==> src/rtl/dma_wr_engine.sv <==
module dma_wr_engine #(
  parameter int AW = 16,
  parameter int DW = 32,
  parameter int CW = 12
) (
  input  logic          clk,
  input  logic          rst_n,
  input  logic          cmd_valid,
  output logic          cmd_ready,
  input  logic [AW-1:0] cmd_addr,
  input  logic [CW-1:0] cmd_bytes,
  input  logic          cmd_stream,
  input  logic          src_valid,
  output logic          src_ready,
  input  logic [DW-1:0] src_data,
  input  logic          src_last,
  output logic          mem_valid,
  input  logic          mem_ready,
  output logic [AW-1:0] mem_addr,
  output logic [DW-1:0] mem_data,
  output logic [DW/8-1:0] mem_be,
  output logic          sts_valid,
  output logic [CW-1:0] sts_bytes,
  output logic          sts_short,
  output logic          sts_err
);
  localparam int NB = DW / 8;
  localparam int BW = $clog2(NB + 1);

  typedef enum logic [1:0] {IDLE, XFER, DONE} state_t;
  state_t st;

  logic [AW-1:0] next_addr;
  logic [CW-1:0] rem, acc;
  logic          stream, last_loaded, err_q;
  logic [BW-1:0] take;
  logic [NB-1:0] be_mask;
  logic          pop, fire, last_beat;

  assign take      = (rem >= CW'(NB)) ? BW'(NB) : rem[BW-1:0];
  assign be_mask   = {NB{1'b1}} >> (BW'(NB) - take);
  assign cmd_ready = (st == IDLE);
  assign src_ready = (st == XFER) && !last_loaded && (!mem_valid || mem_ready);
  assign pop       = src_valid && src_ready;
  assign fire      = mem_valid && mem_ready;
  assign last_beat = (rem <= CW'(NB)) || (stream && src_last);

  assign sts_valid = (st == DONE);
  assign sts_bytes = acc;
  assign sts_err   = err_q;
  assign sts_short = (st == DONE) && !err_q && (rem != '0);

  always_ff @(posedge clk) begin
    if (!rst_n) begin
      st          <= IDLE;
      next_addr   <= '0;
      rem         <= '0;
      acc         <= '0;
      stream      <= 1'b0;
      last_loaded <= 1'b0;
      err_q       <= 1'b0;
      mem_valid   <= 1'b0;
      mem_addr    <= '0;
      mem_data    <= '0;
      mem_be      <= '0;
    end else begin
      case (st)
        IDLE: if (cmd_valid) begin
          next_addr   <= cmd_addr;
          rem         <= cmd_bytes;
          acc         <= '0;
          stream      <= cmd_stream;
          last_loaded <= 1'b0;
          err_q       <= (cmd_bytes == '0);
          st          <= (cmd_bytes == '0) ? DONE : XFER;
        end
        XFER: begin
          if (fire) begin
            mem_valid <= 1'b0;
            if (last_loaded) st <= DONE;
          end
          if (pop) begin
            mem_valid   <= 1'b1;
            mem_addr    <= next_addr;
            mem_data    <= src_data;
            mem_be      <= be_mask;
            next_addr   <= next_addr + 1'b1;
            rem         <= rem - CW'(take);
            acc         <= acc + CW'(take);
            last_loaded <= last_beat;
          end
        end
        default: begin
          st    <= IDLE;
          err_q <= 1'b0;
        end
      endcase
    end
  end
endmodule


==> config.mk <==
export PLATFORM = sky130hd
export DESIGN_NAME = dma_wr_engine
export DESIGN_NICKNAME = d
export VERILOG_FILES = /design/src/rtl/dma_wr_engine.sv
export SDC_FILE = /design/constraint.sdc
export NUM_CORES = 1
export LEC_CHECK = 0
export CORE_MARGIN = 2
export CORE_UTILIZATION = 30
export CTS_CLUSTER_DIAMETER = 120
export DETAILED_ROUTE_END_ITERATION = 12
export SYNTH_ARGS = -nofsm -noshare
export SYNTH_HDL_FRONTEND = slang
export SYNTH_SLANG_ARGS = --single-unit
==> constraint.sdc <==
create_clock -name clk -period 3.17 [get_ports clk]
set_clock_uncertainty 0.15 [all_clocks]
set_input_delay 0.634 -clock clk [delete_from_list [all_inputs] [get_ports clk]]
set_output_delay 0.634 -clock clk [all_outputs]
set_load 0.01 [all_outputs]
After elaboration in Yosys (flattened, before gate mapping)
Cells that the tools add are included.

word-level totals
  bits in registers = 98
  input bits = 67
  output and inout port bits = 70

operators by class
  add/subtract/negate cells = 4
  magnitude comparators = 2
  equality and inequality tests = 6
  shift-type cells = 1
  muxes and demuxes = 22
  bitwise logic cells = 1
  reductions and logical operators = 23

operators with widths
  kind                                                             number
  2-to-1 mux 12 bit                                                4
  case mux 12 bit (2 select lines)                                 2
  2-to-1 mux 16 bit                                                2
  case mux 16 bit (2 select lines)                                 1
  adder 16 x 1 -> 16 bit, second input constant                    1
  adder 12 x 3 -> 12 bit                                           1
  >= comparator 12 x 3 -> 1 bit, second input constant             1
  less-or-equal comparator 12 x 3 -> 1 bit, second input constant  1
  logical NOT 12 bit                                               1
  nonzero test 12 bit                                              1
  subtractor 12 x 3 -> 12 bit                                      1
  2-to-1 mux 2 bit                                                 4
  != test 2 bit, second input constant                             4
  AND reduction 2 bit                                              4
  logical AND 1 bit                                                7
  AND reduction 3 bit                                              2
  2-to-1 mux 1 bit                                                 5
  case mux 1 bit (2 select lines)                                  2
  case mux 2 bit (2 select lines)                                  1
  nonzero test 2 bit                                               2
  >> shifter 4 x 3 -> 4 bit, first input constant                  1
  logical NOT 1 bit                                                3
  2-to-1 mux 3 bit                                                 1
  subtractor 3 bit, first input constant                           1
  5 further kinds                                                  6

Longest topological paths before layout
  depth in word-level cells = 6
  mapped depth = 10
  mapped depth without buffers = 10

Worst setup path before layout
OpenSTA, ideal clock, no wires.

  path kind = reg2reg
  start point = reg rem[3]
  end point = reg acc[6] (netlist: sts_bytes[6])
  setup time = 0.070 ns
  arrival time = 2.578 ns
  required time = 2.950 ns
  path slack = 0.371 ns
  stages on the path, launching flop included = 11
  clock period less this slack = 2.799 ns
  cells stage by stage = dfxtp_1 nor4_4 and4_1 and2_1 ha_1 inv_1 fa_1 inv_1 a21oi_1 or4_1 a21boi_1

between the ends
  cells in the longest elaborated chain, start to end = 5

ends and longest elaborated chain
  what                              line  text
  start, declared                   34    logic [CW-1:0] rem, acc;
  start signal, assigned            70    rem <= cmd_bytes;
  start signal, assigned            88    rem <= rem - CW'(take);
  >= comparator 12 x 3 -> 1 bit     40    assign take = (rem >= CW'(NB)) ? BW'(NB) : rem[BW-1:0];
  2-to-1 mux 3 bit                  40
  adder 12 x 3 -> 12 bit            89    acc <= acc + CW'(take);
  2-to-1 mux 12 bit                 82    if (pop) begin
  case mux 12 bit (2 select lines)  67    case (st)
  end signal, assigned              89
  end, declared                     34

No other way between the ends. The select of a mux whose other input is x is not followed.
A chain may end at the register's enable or synchronous reset.

Worst setup path in the final report
  start point = reg rem[10]
  end point = out sts_short

between the ends
  cells in the longest elaborated chain, start to end = 2

ends and longest elaborated chain
  what                 line  text
  nonzero test 12 bit  51    assign sts_short = (st == DONE) && !err_q && (rem != '0);
  logical AND 1 bit    51
  end, declared        24    output logic sts_short,

No other way between the ends.

==> flow_summary.yaml <==
outcome:
  status: "finished, final reports clean"
cts:
  cts_setup_buffers: 0
  h-tree-depth: 3
  cts.root.buffer_cell: "clkbuf_16"
  clockBufferDepth: 2
  cts_tree: "yes"
  cts-resized-gates: 0
  ctsHoldBuffers: 0
  clock_sinks: 98
  numCtsBuffers: 9
  clk_pin_slew_ps: 70
  insertion_delay_ps: 350
placed_design:
  dp_hpwl_um: 9990
  io_buffers: 136
  gp_congestion: 0.877
  dpl.cell_count: 864
hold_path:
  hold_end: "mem_data[24]"
  hold_path.class: "register to register"
  hold_depth: 2
  hp-start: "mem_data[24]"
logic_synthesis:
  synthesis.nets: 638
  yosysWarnings: 0
  synth-seq-cells: 98
  netlist_area_sq_um: 4510
  synthCells: 562
  synth-seq-area-share: 0.435
  synth_top_cell_area_share: 0.435
  synth_cell_types: 61
  synth_edf_count: 0
  ys.flop_type: "dfxtp_1"
  synth_common_cells: "122 x nand2_1, 98 x dfxtp_1, 67 x a21oi_1"
  yosys-top-cells-area: "dfxtp_1 44%, nand2_1 10%, a21oi_1 7.4%"
  synth.largest_area_cell: "dfxtp_1"
  synth_most_common_cell: "nand2_1"
  postSynthAreaPerCell_sq_um: 8.02
  synthArstFlopShare: 0
drt:
  num_vias: 4620
  drt-initial-drc-count: 291
  viasPerCell: 5.26
  wl_per_cell_um: 15.8
  drt_first_pass_iters: 5
  antenna_left: 0
  drcViolationCount: 0
  drt-total-wl_um: 13900
sta:
  max_freq_ghz: 0.337
  worstMarginPinSlew_ps: 621
  min_period_over_period: 0.935
  post-route-min-period_ps: 2960
  slew_headroom: 0.585
  timing.setup.tns_ps: 0
  setup-violations-final: 0
  hold_viol: 0
  grt_setup_unrepaired: "false"
  maxSlewViolCount: 0
pwr:
  power_density_nw_per_um2: 460
  power_mw: 2.95
  leakage_nw: 2.17
  peakVddDrop_mv: 0.248
cells_and_area:
  drive_gt1_frac: 0.0662
  fin_nets: 767
  final_cells: 879
  n_fill_cell: 1434
  diodes: 0
  syn2layout_area_growth_pct: 42.0
  multi_input_area_sq_um: 2350
  ff_latch_area_sq_um: 1960
global_route:
  grt_pass1_wl_um: 22600
  overflow: 0
  grt_max_degree: 51
  grt_util_all_layers: 0.174
  grt_pass1_vias: 4417
  antenna_found_initial: 0
floorplanning:
  start_util: 0.309
  num_rows: 44
  die_w_um: 127
  ios: 137
  dieArea_sq_um: 16000
  die_y_um: 127
  core_sq_um: 14600
setup_path:
  start_kind: "register"
  reg2reg_slack_ps: 260
  r2r_start: "rem[10]"
  r2r_end: "sts_bytes[8]"
  cp.arrival_ps: 2180
  reg2reg_depth: 10
  required_ps: 2390
  critPathMaxFanout: 6
  setup.worst_path.end_class: "output pin"
  critPathKind: "register to output pin"
flow_run:
  cap_violations: 0
[how the worst max path moves through the flow]
stage                        end  startpoint  depth (start not counted)
global placement    sts_bytes[8]      rem[3]                         10
detailed placement  sts_bytes[8]      rem[3]                         10
floorplan           sts_bytes[6]      rem[3]                         10
finish                 sts_short     rem[10]                          6
global route        sts_bytes[8]      rem[3]                         10
CTS                    sts_short      rem[3]                          6
[sequential cells by signal, indices dropped and copies added, names as in the netlist]
signal and cells:
st 2, stream 1, sts_err 1, mem_addr 16, rem 12, sts_bytes 12
mem_be 4, mem_data 32, mem_valid 1, next_addr 16, last_loaded 1
[placed cells by master, fill, tap and decap left out, types with 3 or more instances in the layout]
master / count
clkdlybuf4s50_1: 136
nand2b_1: 5
and2_1: 5
and4_1: 4
nor2_1: 19
inv_2: 4
a22oi_1: 6
o21a_1: 5
a21boi_1: 6
and3_1: 4
nand2_1: 121
a221oi_1: 3
inv_1: 11
dfxtp_1: 98
a32oi_1: 3
o21ai_1: 12
nor3_1: 8
o31ai_1: 6
nand3_1: 23
a21oi_1: 67
a311oi_1: 5
buf_4: 15
ha_1: 8
nor4_1: 8
a31oi_1: 12
o21ai_0: 12
a211oi_1: 4
or4_1: 7
mux2i_1: 3
clkbuf_16: 9
nor2b_1: 5
or3_1: 5
nand4_1: 8
o211ai_1: 4
[through the flow]
| stage | setup WS [ps] | hold slack [ps] | instance area (sq um) | util |
|---|---|---|---|---|
| 6_report | 205 | 302 | 6400 | 0.439 |
| 3_3_place_gp | 387 | 291 | 6110 | 0.419 |
| 4_1_cts | 36.6 | 307 | 6400 | 0.439 |
| 3_5_place_dp | 284 | 297 | 6110 | 0.419 |
| 2_1_floorplan | 371 | 287 | 4510 | - |
| 5_1_grt | 84.8 | 323 | 6400 | 0.439 |
[final cells by class]
cell class	instances	share of cell area
Tap cell	184	0.0360
Clock inverter	4	0.00840
Inverter	15	0.00879
Multi-Input combinational cell	414	0.368
Timing Repair Buffer	153	0.236
Sequential cell	98	0.306
Clock buffer	11	0.0363
[power breakdown]
| group | total [mW] | internal (mW) | switching (mW) |
|---|---|---|---|
| clock network | 1.08 | 0.610 | 0.473 |
| logic | 0.510 | 0.248 | 0.262 |
| registers | 1.35 | 1.29 | 0.0605 |
[logic make-up (layout without fill, tap and decap cells)]
family	after synthesis	count (layout)	share of synthesized area
xor gates and xnor gates	2	2	0.00389
DFF	98	98	0.435
other	1	1	0.000832
muxes	3	3	0.00666
buffers and inverters	50	183	0.0466
adders and majority gates	9	9	0.0266
and+or+nand+nor	238	238	0.258
AOI/OAI and AO/OA	161	161	0.222
[per-layer routing]
layer	vias up	routed length [um]	GRT usage
met5	-	0	0
met4	0	250	0.0666
met3	18	759	0.0392
met2	127	6680	0.283
met1	2198	6190	0.224
li1	2277	-	-
[worst max-delay path, cell delays in order, from the launching register on]
cell and delay, ps:
dfxtp_1 350, nor2_1 300, and4_1 350, inv_2 90, nor3_2 190, nor3b_1 80, clkdlybuf4s50_1 480
No activity file was read; power rests on OpenSTA's default activity.
